## src/rtl/rxlink_pkg.sv

```systemverilog
package rxlink_pkg;
    localparam int WORD_W     = 32;
    localparam int WORD_BYTES = WORD_W / 8;
    localparam int OWN_BIT    = 31;
    localparam int EOF_BIT    = 30;

    typedef enum logic [3:0] {
        ST_IDLE   = 4'd0,
        ST_RD0    = 4'd1,
        ST_RD1    = 4'd2,
        ST_RD2    = 4'd3,
        ST_CHECK  = 4'd4,
        ST_RECV   = 4'd5,
        ST_WRDATA = 4'd6,
        ST_WBACK  = 4'd7,
        ST_RELINK = 4'd8
    } rx_state_e;
endpackage

```

## src/rtl/rxlink_dscr_chk.sv

```systemverilog
module rxlink_dscr_chk
    import rxlink_pkg::*;
#(
    parameter int ADDR_W = 20,
    parameter int FLD_W  = 12
) (
    input  logic              chk_owner_i,
    input  logic [WORD_W-1:0] w0_i,
    input  logic [ADDR_W-1:0] bufa_i,
    input  logic [ADDR_W-1:0] nxt_i,
    output logic              bad_o
);
    logic owner_bad, size_bad, align_bad;

    always_comb begin
        owner_bad = chk_owner_i & ~w0_i[OWN_BIT];
        size_bad  = (w0_i[FLD_W-1:0] == '0);
        align_bad = (bufa_i[1:0] != 2'b00) | (nxt_i[1:0] != 2'b00);
        bad_o     = owner_bad | size_bad | align_bad;
    end
endmodule

```

## src/rtl/rxlink_packer.sv

```systemverilog
module rxlink_packer
    import rxlink_pkg::*;
#(
    parameter int LANE_W = 2
) (
    input  logic                  clk,
    input  logic                  rst_n,
    input  logic                  clr_i,
    input  logic                  push_i,
    input  logic [LANE_W-1:0]     lane_i,
    input  logic [7:0]            byte_i,
    output logic [WORD_W-1:0]     word_o,
    output logic [WORD_BYTES-1:0] be_o
);
    typedef struct packed {
        logic [WORD_W-1:0]     word;
        logic [WORD_BYTES-1:0] be;
    } pk_s;

    pk_s pk_d, pk_q;
    logic [WORD_BYTES-1:0] lane_hit;

    for (genvar g = 0; g < WORD_BYTES; g++) begin : g_lane
        assign lane_hit[g] = push_i && (lane_i == LANE_W'(g));
    end

    always_comb begin
        pk_d = pk_q;
        for (int b = 0; b < WORD_BYTES; b++) begin
            if (lane_hit[b]) pk_d.word[8*b +: 8] = byte_i;
        end
        if (push_i) begin
            pk_d.be = (lane_i == '0) ? lane_hit : (pk_q.be | lane_hit);
        end
        if (clr_i) pk_d.be = '0;
    end

    always_ff @(posedge clk or negedge rst_n) begin
        if (!rst_n) pk_q <= '0;
        else        pk_q <= pk_d;
    end

    assign word_o = pk_q.word;
    assign be_o   = pk_q.be;

    assert_be_from_lane0_R4: assert property (@(posedge clk) disable iff (!rst_n)
        (push_i && lane_i == '0) |=> (be_o == WORD_BYTES'(1)));
endmodule

```

## src/rtl/rxlink_fsm.sv

```systemverilog
module rxlink_fsm
    import rxlink_pkg::*;
#(
    parameter int ADDR_W = 20,
    parameter int FLD_W  = 12,
    parameter int LANE_W = 2
) (
    input  logic                  clk,
    input  logic                  rst_n,
    input  logic                  chan_rst_i,
    input  logic                  start_i,
    input  logic                  stop_i,
    input  logic                  restart_i,
    input  logic                  auto_ret_i,
    input  logic [ADDR_W-1:0]     first_addr_i,
    input  logic                  dscr_bad_i,
    input  logic                  in_valid_i,
    input  logic                  in_eof_i,
    input  logic                  in_err_i,
    output logic                  in_ready_o,
    output logic                  pk_push_o,
    output logic                  pk_clr_o,
    output logic [LANE_W-1:0]     pk_lane_o,
    input  logic [WORD_W-1:0]     pk_word_i,
    input  logic [WORD_BYTES-1:0] pk_be_i,
    output logic                  mem_req_o,
    output logic                  mem_we_o,
    output logic [ADDR_W-1:0]     mem_addr_o,
    output logic [WORD_W-1:0]     mem_wdata_o,
    output logic [WORD_BYTES-1:0] mem_be_o,
    input  logic                  mem_ack_i,
    input  logic [WORD_W-1:0]     mem_rdata_i,
    output logic [WORD_W-1:0]     w0_o,
    output logic [ADDR_W-1:0]     bufa_o,
    output logic [ADDR_W-1:0]     nxt_o,
    output logic                  park_o,
    output logic [ADDR_W-1:0]     cur_dscr_o,
    output logic [ADDR_W-1:0]     suc_addr_o,
    output logic [ADDR_W-1:0]     err_addr_o,
    output logic                  ev_done_o,
    output logic                  ev_suc_o,
    output logic                  ev_err_o,
    output logic                  ev_derr_o,
    output logic                  ev_empty_o
);
    localparam int PAD_W = WORD_W - 2 - 2 * FLD_W;
    localparam logic [ADDR_W-1:0] OFS_W1 = ADDR_W'(4);
    localparam logic [ADDR_W-1:0] OFS_W2 = ADDR_W'(8);
    localparam logic [FLD_W-1:0]  CNT_ONE = FLD_W'(1);

    typedef struct packed {
        rx_state_e         st;
        logic [ADDR_W-1:0] cur;
        logic [ADDR_W-1:0] bufa;
        logic [ADDR_W-1:0] nxt;
        logic [ADDR_W-1:0] wr_addr;
        logic [ADDR_W-1:0] suc_addr;
        logic [ADDR_W-1:0] err_addr;
        logic [WORD_W-1:0] w0;
        logic [FLD_W-1:0]  cnt;
        logic              eof_seen;
        logic              err_seen;
        logic              linked;
        logic              ev_done;
        logic              ev_suc;
        logic              ev_err;
        logic              ev_derr;
        logic              ev_empty;
    } fsm_s;

    fsm_s fsm_d, fsm_q;
    logic halt, accept, buf_full_next;
    logic [FLD_W-1:0] size_q;

    assign size_q = fsm_q.w0[FLD_W-1:0];

    always_comb begin
        fsm_d          = fsm_q;
        fsm_d.ev_done  = 1'b0;
        fsm_d.ev_suc   = 1'b0;
        fsm_d.ev_err   = 1'b0;
        fsm_d.ev_derr  = 1'b0;
        fsm_d.ev_empty = 1'b0;
        halt           = stop_i | chan_rst_i;
        accept         = (fsm_q.st == ST_RECV) && in_valid_i && !halt;
        buf_full_next  = ((fsm_q.cnt + CNT_ONE) == size_q);
        in_ready_o     = 1'b0;
        mem_req_o      = 1'b0;
        mem_we_o       = 1'b0;
        mem_addr_o     = fsm_q.cur;
        mem_wdata_o    = '0;
        mem_be_o       = '0;
        pk_push_o      = 1'b0;
        pk_lane_o      = fsm_q.cnt[LANE_W-1:0];
        pk_clr_o       = chan_rst_i | (fsm_q.st == ST_CHECK);

        case (fsm_q.st)
            ST_IDLE: begin
                if (start_i) begin
                    fsm_d.cur      = first_addr_i;
                    fsm_d.eof_seen = 1'b0;
                    fsm_d.err_seen = 1'b0;
                    fsm_d.st       = ST_RD0;
                end else if (restart_i && fsm_q.linked) begin
                    fsm_d.st = ST_RELINK;
                end
            end
            ST_RD0: begin
                mem_req_o = 1'b1;
                if (mem_ack_i) begin
                    fsm_d.w0 = mem_rdata_i;
                    fsm_d.st = ST_RD1;
                end
            end
            ST_RD1: begin
                mem_req_o  = 1'b1;
                mem_addr_o = fsm_q.cur + OFS_W1;
                if (mem_ack_i) begin
                    fsm_d.bufa = mem_rdata_i[ADDR_W-1:0];
                    fsm_d.st   = ST_RD2;
                end
            end
            ST_RD2: begin
                mem_req_o  = 1'b1;
                mem_addr_o = fsm_q.cur + OFS_W2;
                if (mem_ack_i) begin
                    fsm_d.nxt = mem_rdata_i[ADDR_W-1:0];
                    fsm_d.st  = ST_CHECK;
                end
            end
            ST_CHECK: begin
                fsm_d.cnt = '0;
                if (dscr_bad_i) begin
                    fsm_d.ev_derr = 1'b1;
                    fsm_d.linked  = 1'b0;
                    fsm_d.st      = ST_IDLE;
                end else begin
                    fsm_d.linked = 1'b1;
                    fsm_d.st     = ST_RECV;
                end
            end
            ST_RECV: begin
                in_ready_o = 1'b1;
                if (accept) begin
                    pk_push_o     = 1'b1;
                    fsm_d.wr_addr = fsm_q.bufa +
                        ADDR_W'({fsm_q.cnt[FLD_W-1:LANE_W], {LANE_W{1'b0}}});
                    fsm_d.cnt     = fsm_q.cnt + CNT_ONE;
                    if (in_eof_i) fsm_d.eof_seen = 1'b1;
                    if (in_err_i) fsm_d.err_seen = 1'b1;
                    if ((&fsm_q.cnt[LANE_W-1:0]) || buf_full_next || in_eof_i)
                        fsm_d.st = ST_WRDATA;
                end
            end
            ST_WRDATA: begin
                mem_req_o   = 1'b1;
                mem_we_o    = 1'b1;
                mem_addr_o  = fsm_q.wr_addr;
                mem_wdata_o = pk_word_i;
                mem_be_o    = pk_be_i;
                if (mem_ack_i) begin
                    if (fsm_q.eof_seen && fsm_q.err_seen && auto_ret_i) begin
                        fsm_d.ev_err   = 1'b1;
                        fsm_d.err_addr = fsm_q.cur;
                        fsm_d.eof_seen = 1'b0;
                        fsm_d.err_seen = 1'b0;
                        fsm_d.st       = ST_RD0;
                    end else if (fsm_q.eof_seen || (fsm_q.cnt == size_q)) begin
                        fsm_d.st = ST_WBACK;
                    end else begin
                        fsm_d.st = ST_RECV;
                    end
                end
            end
            ST_WBACK: begin
                mem_req_o   = 1'b1;
                mem_we_o    = 1'b1;
                mem_be_o    = '1;
                mem_wdata_o = {1'b0, fsm_q.eof_seen, {PAD_W{1'b0}},
                               fsm_q.cnt, size_q};
                if (mem_ack_i) begin
                    fsm_d.ev_done = 1'b1;
                    if (fsm_q.eof_seen) begin
                        if (fsm_q.err_seen) begin
                            fsm_d.ev_err   = 1'b1;
                            fsm_d.err_addr = fsm_q.cur;
                        end else begin
                            fsm_d.ev_suc   = 1'b1;
                            fsm_d.suc_addr = fsm_q.cur;
                        end
                        fsm_d.eof_seen = 1'b0;
                        fsm_d.err_seen = 1'b0;
                    end
                    if (fsm_q.nxt != '0) begin
                        fsm_d.cur = fsm_q.nxt;
                        fsm_d.st  = ST_RD0;
                    end else begin
                        fsm_d.ev_empty = !fsm_q.eof_seen;
                        fsm_d.st       = ST_IDLE;
                    end
                end
            end
            ST_RELINK: begin
                mem_req_o  = 1'b1;
                mem_addr_o = fsm_q.cur + OFS_W2;
                if (mem_ack_i) begin
                    if (mem_rdata_i[ADDR_W-1:0] != '0) begin
                        fsm_d.cur = mem_rdata_i[ADDR_W-1:0];
                        fsm_d.st  = ST_RD0;
                    end else begin
                        fsm_d.st = ST_IDLE;
                    end
                end
            end
            default: fsm_d.st = ST_IDLE;
        endcase

        if (halt) begin
            mem_req_o      = 1'b0;
            in_ready_o     = 1'b0;
            pk_push_o      = 1'b0;
            fsm_d.st       = ST_IDLE;
            fsm_d.ev_done  = 1'b0;
            fsm_d.ev_suc   = 1'b0;
            fsm_d.ev_err   = 1'b0;
            fsm_d.ev_derr  = 1'b0;
            fsm_d.ev_empty = 1'b0;
        end
        if (chan_rst_i) begin
            fsm_d.cnt      = '0;
            fsm_d.eof_seen = 1'b0;
            fsm_d.err_seen = 1'b0;
            fsm_d.linked   = 1'b0;
        end
    end

    always_ff @(posedge clk or negedge rst_n) begin
        if (!rst_n) fsm_q <= '0;
        else        fsm_q <= fsm_d;
    end

    assign w0_o       = fsm_q.w0;
    assign bufa_o     = fsm_q.bufa;
    assign nxt_o      = fsm_q.nxt;
    assign park_o     = (fsm_q.st == ST_IDLE);
    assign cur_dscr_o = fsm_q.cur;
    assign suc_addr_o = fsm_q.suc_addr;
    assign err_addr_o = fsm_q.err_addr;
    assign ev_done_o  = fsm_q.ev_done;
    assign ev_suc_o   = fsm_q.ev_suc;
    assign ev_err_o   = fsm_q.ev_err;
    assign ev_derr_o  = fsm_q.ev_derr;
    assign ev_empty_o = fsm_q.ev_empty;

    assert_chan_rst_parks_R1: assert property (@(posedge clk) disable iff (!rst_n)
        chan_rst_i |=> (park_o && !in_ready_o && !mem_req_o));
    assert_ready_no_mem_R4: assert property (@(posedge clk) disable iff (!rst_n)
        in_ready_o |-> !mem_req_o);
    assert_be_contig_R4: assert property (@(posedge clk) disable iff (!rst_n)
        (mem_req_o && mem_we_o) |->
        (mem_be_o == 4'b0001 || mem_be_o == 4'b0011 ||
         mem_be_o == 4'b0111 || mem_be_o == 4'b1111));
    assert_done_after_write_R5: assert property (@(posedge clk) disable iff (!rst_n)
        ev_done_o |-> $past(mem_req_o && mem_we_o && mem_be_o == 4'b1111));
    assert_eof_exclusive_R7: assert property (@(posedge clk) disable iff (!rst_n)
        !(ev_suc_o && ev_err_o));
    assert_dscr_err_parks_R3: assert property (@(posedge clk) disable iff (!rst_n)
        ev_derr_o |-> (park_o && !ev_done_o));
    assert_empty_parks_R8: assert property (@(posedge clk) disable iff (!rst_n)
        ev_empty_o |-> (park_o && ev_done_o));
    assert_stop_parks_R10: assert property (@(posedge clk) disable iff (!rst_n)
        stop_i |=> park_o);
endmodule

```

## src/rtl/rxlink_dma.sv

```systemverilog
module rxlink_dma
    import rxlink_pkg::*;
#(
    parameter int ADDR_W = 20,
    parameter int FLD_W  = 12
) (
    input  logic                  clk,
    input  logic                  rst_n,
    input  logic                  chan_rst_i,
    input  logic                  start_i,
    input  logic                  stop_i,
    input  logic                  restart_i,
    input  logic                  auto_ret_i,
    input  logic                  chk_owner_i,
    input  logic [ADDR_W-1:0]     first_addr_i,
    output logic                  park_o,
    output logic [ADDR_W-1:0]     cur_dscr_o,
    output logic [ADDR_W-1:0]     suc_eof_addr_o,
    output logic [ADDR_W-1:0]     err_eof_addr_o,
    output logic                  ev_done_o,
    output logic                  ev_suc_eof_o,
    output logic                  ev_err_eof_o,
    output logic                  ev_dscr_err_o,
    output logic                  ev_dscr_empty_o,
    input  logic                  in_valid_i,
    input  logic [7:0]            in_data_i,
    input  logic                  in_eof_i,
    input  logic                  in_err_i,
    output logic                  in_ready_o,
    output logic                  mem_req_o,
    output logic                  mem_we_o,
    output logic [ADDR_W-1:0]     mem_addr_o,
    output logic [WORD_W-1:0]     mem_wdata_o,
    output logic [WORD_BYTES-1:0] mem_be_o,
    input  logic                  mem_ack_i,
    input  logic [WORD_W-1:0]     mem_rdata_i
);
    localparam int LANE_W = $clog2(WORD_BYTES);

    logic                  dscr_bad;
    logic                  pk_push, pk_clr;
    logic [LANE_W-1:0]     pk_lane;
    logic [WORD_W-1:0]     pk_word;
    logic [WORD_BYTES-1:0] pk_be;
    logic [WORD_W-1:0]     w0;
    logic [ADDR_W-1:0]     bufa, nxt;

    rxlink_fsm #(.ADDR_W(ADDR_W), .FLD_W(FLD_W), .LANE_W(LANE_W)) fsm_i (
        .clk         (clk),
        .rst_n       (rst_n),
        .chan_rst_i  (chan_rst_i),
        .start_i     (start_i),
        .stop_i      (stop_i),
        .restart_i   (restart_i),
        .auto_ret_i  (auto_ret_i),
        .first_addr_i(first_addr_i),
        .dscr_bad_i  (dscr_bad),
        .in_valid_i  (in_valid_i),
        .in_eof_i    (in_eof_i),
        .in_err_i    (in_err_i),
        .in_ready_o  (in_ready_o),
        .pk_push_o   (pk_push),
        .pk_clr_o    (pk_clr),
        .pk_lane_o   (pk_lane),
        .pk_word_i   (pk_word),
        .pk_be_i     (pk_be),
        .mem_req_o   (mem_req_o),
        .mem_we_o    (mem_we_o),
        .mem_addr_o  (mem_addr_o),
        .mem_wdata_o (mem_wdata_o),
        .mem_be_o    (mem_be_o),
        .mem_ack_i   (mem_ack_i),
        .mem_rdata_i (mem_rdata_i),
        .w0_o        (w0),
        .bufa_o      (bufa),
        .nxt_o       (nxt),
        .park_o      (park_o),
        .cur_dscr_o  (cur_dscr_o),
        .suc_addr_o  (suc_eof_addr_o),
        .err_addr_o  (err_eof_addr_o),
        .ev_done_o   (ev_done_o),
        .ev_suc_o    (ev_suc_eof_o),
        .ev_err_o    (ev_err_eof_o),
        .ev_derr_o   (ev_dscr_err_o),
        .ev_empty_o  (ev_dscr_empty_o)
    );

    rxlink_packer #(.LANE_W(LANE_W)) packer_i (
        .clk   (clk),
        .rst_n (rst_n),
        .clr_i (pk_clr),
        .push_i(pk_push),
        .lane_i(pk_lane),
        .byte_i(in_data_i),
        .word_o(pk_word),
        .be_o  (pk_be)
    );

    rxlink_dscr_chk #(.ADDR_W(ADDR_W), .FLD_W(FLD_W)) chk_i (
        .chk_owner_i(chk_owner_i),
        .w0_i       (w0),
        .bufa_i     (bufa),
        .nxt_i      (nxt),
        .bad_o      (dscr_bad)
    );
endmodule

```

## config.mk

```make
export PLATFORM = sky130hd
export DESIGN_NAME = rxlink_dma
export DESIGN_NICKNAME = d
export VERILOG_FILES = /design/src/rtl/rxlink_pkg.sv /design/src/rtl/rxlink_dscr_chk.sv /design/src/rtl/rxlink_packer.sv /design/src/rtl/rxlink_fsm.sv /design/src/rtl/rxlink_dma.sv
export SDC_FILE = /design/constraint.sdc
export NUM_CORES = 1
export LEC_CHECK = 0
export CAP_MARGIN = 10
export CELL_PAD_IN_SITES_DETAIL_PLACEMENT = 2
export CELL_PAD_IN_SITES_GLOBAL_PLACEMENT = 2
export CORE_MARGIN = 2
export CORE_UTILIZATION = 37
export CTS_BUF_LIST = sky130_fd_sc_hd__clkbuf_2 sky130_fd_sc_hd__clkbuf_4 sky130_fd_sc_hd__clkbuf_8
export DETAILED_ROUTE_END_ITERATION = 6
export PLACE_DENSITY_LB_ADDON = 0.1
export SLEW_MARGIN = 15
export SYNTH_ARGS = -nofsm -noshare
export SYNTH_HDL_FRONTEND = slang
export SYNTH_SLANG_ARGS = --single-unit
```

## constraint.sdc

```tcl
create_clock -name clk -period 6.5 [get_ports clk]
set_input_delay 1.3 -clock clk [delete_from_list [all_inputs] [get_ports clk]]
set_output_delay 1.3 -clock clk [all_outputs]
set_load 0.02 [all_outputs]
```

==> run_results.csv <==
group,metric,value,unit
power_and_ir_drop,pwr_density_cell,247,nW/µm²
timing,setup_viol_count_final,0,
critical_path,worstRegToRegCells,6,
clock_tree,tritoncts,"yes",
detailed_routing,routedWlPerCell,22.7,µm
synthesis,synth-edff-count,0,
synthesis,dominantRegCellSynth,"dfrtp_1",
timing,grt_setup_unrepaired,"false",
run_status,outcome,"finished clean",
synthesis,synth_compound_area_share,12.4,%
synthesis,synth_cell_type_count,66,
critical_path,path_class,"flop to primary output",
worst_hold_path,min_path_cells,2,
worst_hold_path,hold_end,"fsm_i.fsm_q[93]$_DFFE_PN0P_",
clock_tree,cts_max_path_buffers,2,
power_and_ir_drop,p_int,1.99,mW
power_and_ir_drop,p_leak,5.59,nW
global_routing,groute.usage.overall,23.7,%
detailed_routing,first_pass_iters,4,
detailed_routing,detail_route.iter0.violations,425,
critical_path,cp-start-kind,"flop",
synthesis,synthMuxAreaShare,16.0,%
timing,worst_slew_pin_slew,1.04,ns
worst_hold_path,worst_hold_startpoint,"fsm_i.fsm_q[93]$_DFFE_PN0P_",
timing,slew_violations,0,
timing,fin_crit,5.07,ns
synthesis,mappedNetlistArea,10800,µm²
final_layout,layout.cells.most_common,"dfrtp_1",
critical_path,end_of_the_worst_register_to_register_path,"packer_i.word_o[26]$_DFFE_PN0P_",
global_routing,number_of_global_route_vias_before_repair,9268,
global_routing,global_route_wire_length_before_repair,55800,µm
power_and_ir_drop,pwr-share-clk,26.5,%
synthesis,synthXorXnorAreaFrac,3.49,%
timing,fmax,0.197,GHz
clock_tree,cts_num_sinks,193,
floorplanning,initial_utilization,37.6,%
placement,pre_cts_setup_slack,1.84,ns
run,maxCapViolCount,0,
critical_path,ff_to_ff_setup_slack,3.06,ns
power_and_ir_drop,peakVddDrop,0.000106,V
synthesis,postSynthCellCount,1080,
timing,min_period_over_period,78.0,%
clock_tree,clkSlewWorstSetupHoldPaths,0.13,ns
critical_path,end_kind,"primary output",
worst_hold_path,hold_class,"flop to flop",
synthesis,ys_seq_area_share,44.7,%
final_layout,layout.core_utilization,45.2,%
synthesis,synth.net_count,1170,
critical_path,cp.required,5.20,ns
critical_path,cp_data_arrival_time,3.77,ns
floorplanning,io_pins,197,
global_routing,antenna_violations_before_repair,0,
synthesis,synthArstFlopShare,100,%
floorplanning,dieWidth,175,µm
power_and_ir_drop,netSwitchingPower,1.21,mW
critical_path,worst_path_max_fanout,20,
clock_tree,clk_root_buffer_cell,"clkbuf_8",
final_layout,final_area,13000,µm²
final_layout,layout-drive-gt1-share,15.6,%
detailed_routing,detail_route.vias_per_cell,5.44,
timing,total_negative_slack_for_setup_checks,0,ns
timing,clock-skew-final,0.0285,ns
placement,gpl.final_weighted_congestion,0.852,
timing,slew_headroom,30.4,%
final_layout,layout_overhead_on_the_synthesized_area,20.0,%
clock_tree,clk_latency,0.50,ns
clock_tree,post_cts_buffers,0,
detailed_routing,routed-via-count,8564,
final_layout,layout.nets,1266,
synthesis,post_synth.cell_area_avg,10.0,µm²
floorplanning,placeableCoreArea,28700,µm²
clock_tree,cts_htree_levels,4,
synthesis,synth_simple_gate_area_share,14.0,%
detailed_routing,wl,35700,µm
floorplanning,fp.dieH,175,µm
final_layout,antenna_cells,0,
floorplanning,die-area,30600,µm²
placement,detailed_place.area,12500,µm²
placement,io_buffer_count,185,
synthesis,ffs_latches_synth,193,
power_and_ir_drop,power.share.switching,37.8,%
timing,hold_violations,0,
critical_path,worst_setup_path_startpoint,"fsm_i.fsm_q[173]$_DFFE_PN0P_",
detailed_routing,drcViolationCount,0,
global_routing,largest_net_degree_at_the_start_of_global_routing,113,
synthesis,synthesis.yosys.warnings,0,
critical_path,crit-reg2reg-launch,"fsm_i.fsm_q[172]$_DFFE_PN0P_",
synthesis,synth_adder_area_share,2.15,%
synthesis,combinational_family_with_the_most_area_after_synthesis,"multiplexers",
placement,hpwl,26400,µm
power_and_ir_drop,p_seq_share,48.3,%
timing,post-route-worst-setup-slack,1.43,ns
clock_tree,cts_buffers,17,
power_and_ir_drop,power.share.combinational,25.2,%
clock_tree,post_cts_sizing,0,
timing,final.hold.worst_slack,0.499,ns
clock_tree,postCtsHoldBufs,0,
detailed_routing,route.antenna.remaining_nets,0,
final_layout,final_cell_mix,"192 x dfrtp_1, 184 x clkdlybuf4s50_1, 127 x mux2_2",
floorplanning,placement_rows,62,
global_routing,grt_overflow,0,
==> state kept, by name (all words and copies together), names as in the netlist <==
name,flops
fsm_i.w0_o,13
fsm_i.ev_derr_o,1
fsm_i.nxt_o,20
fsm_i.suc_addr_o,20
packer_i.word_o,32
fsm_i.pk_lane_o,2
fsm_i.cur_dscr_o,20
fsm_i.ev_err_o,1
fsm_i.ev_done_o,1
fsm_i.fsm_q,37
fsm_i.ev_suc_o,1
fsm_i.err_addr_o,20
packer_i.be_o,4
fsm_i.bufa_o,20
fsm_i.ev_empty_o,1
==> power by group through the flow <==
stage	sequential (mW)	combinational (mW)	clock, mW
after floorplan	1.43	0.550	0
after global placement	1.57	0.785	0
after detailed placement	1.57	0.809	0
after CTS	1.55	0.818	0.875
after global routing	1.57	0.876	0.912
final	1.55	0.807	0.847
==> worst max-delay path, cell delays in order (launching register included) <==
cell	delay, ns
dfrtp_1	0.81
nand2b_1	0.36
nand2b_1	0.39
or2_2	0.37
o21ai_0	0.12
a31oi_1	0.13
a41oi_1	0.30
a21o_1	0.18
clkdlybuf4s50_1	0.62
==> area by class of cell <==
cell class | instances | area, µm²
Clock inverter | 14 | 183
Multi-Input combinational cell | 746 | 5210
Clock buffer | 18 | 241
Timing Repair Buffer | 197 | 1950
Inverter | 21 | 78.8
Sequential cell | 193 | 4830
Fill cell | 3018 | 15700
Tap cell | 384 | 480
==> through the flow <==
stage / cells / power (mW)
CTS: 1573 / 3.24
floorplan: 1080 / 1.98
global placement: 1541 / 2.35
global route: 1573 / 3.36
detailed placement: 1541 / 2.38
finish: 1573 / 3.20
==> kinds of logic (layout without fill, tap and decap cells) <==
kind of cell	Yosys count	count (layout)
xor gates and xnor gates	43	43
AOI/OAI and AO/OA	209	209
and+or+nand+nor	319	319
DFF	193	193
muxes	157	157
adders and majority gates	18	18
buffers and inverters	141	250
==> how the worst max path moves through the flow <==
| stage | endpoint | cells after the start | slack (ns) |
|---|---|---|---|
| global route | mem_addr_o[12] | 7 | 1.20 |
| floorplan | mem_addr_o[18] | 6 | 2.83 |
| global placement | in_ready_o | 4 | 1.82 |
| detailed placement | in_ready_o | 4 | 1.84 |
| CTS | mem_addr_o[12] | 7 | 1.45 |
| finish | mem_addr_o[8] | 8 | 1.43 |
==> cell usage after synthesis, types with 3 or more instances <==
cell type    n  area, µm²
a22oi_1      5       37.5
nand3_1     21        105
inv_1       21       78.8
ha_1        17        213
a21oi_1     54        270
and3_1      14       87.6
nand4_1      7       43.8
a21o_1       9       67.6
dfrtp_1    193       4830
a221oi_1     4       35.0
nor2_1      88        330
clkbuf_1    37        139
buf_2       15       75.1
mux2_2     127       1430
a22o_1      21        184
a41oi_1      3       26.3
nand2b_1     9       56.3
buf_1        7       26.3
xnor2_1     27        236
buf_4       60        450
nand2_1    108        405
o21ai_0     69        345
a31oi_1      7       43.8
nor3b_1      3       22.5
mux2i_1     28        280
a221o_1      4       40.0
xor2_1      16        140
nor2b_1      7       43.8
nor3_1      16       80.1
a211oi_1     4       30.0
and2_1       9       56.3
o311ai_0     4       35.0
o22ai_1      4       25.0
nor4_1      20        125
==> routing by layer <==
metal	vias to the layer above	part of all wire, %	track usage (%)
li1	3945	-	-
met1	4420	44	30.7
met2	164	51	41.6
met3	35	3.0	3.24
met4	0	1.7	6.01
met5	-	0	0
(Power assumes the default switching activity.)
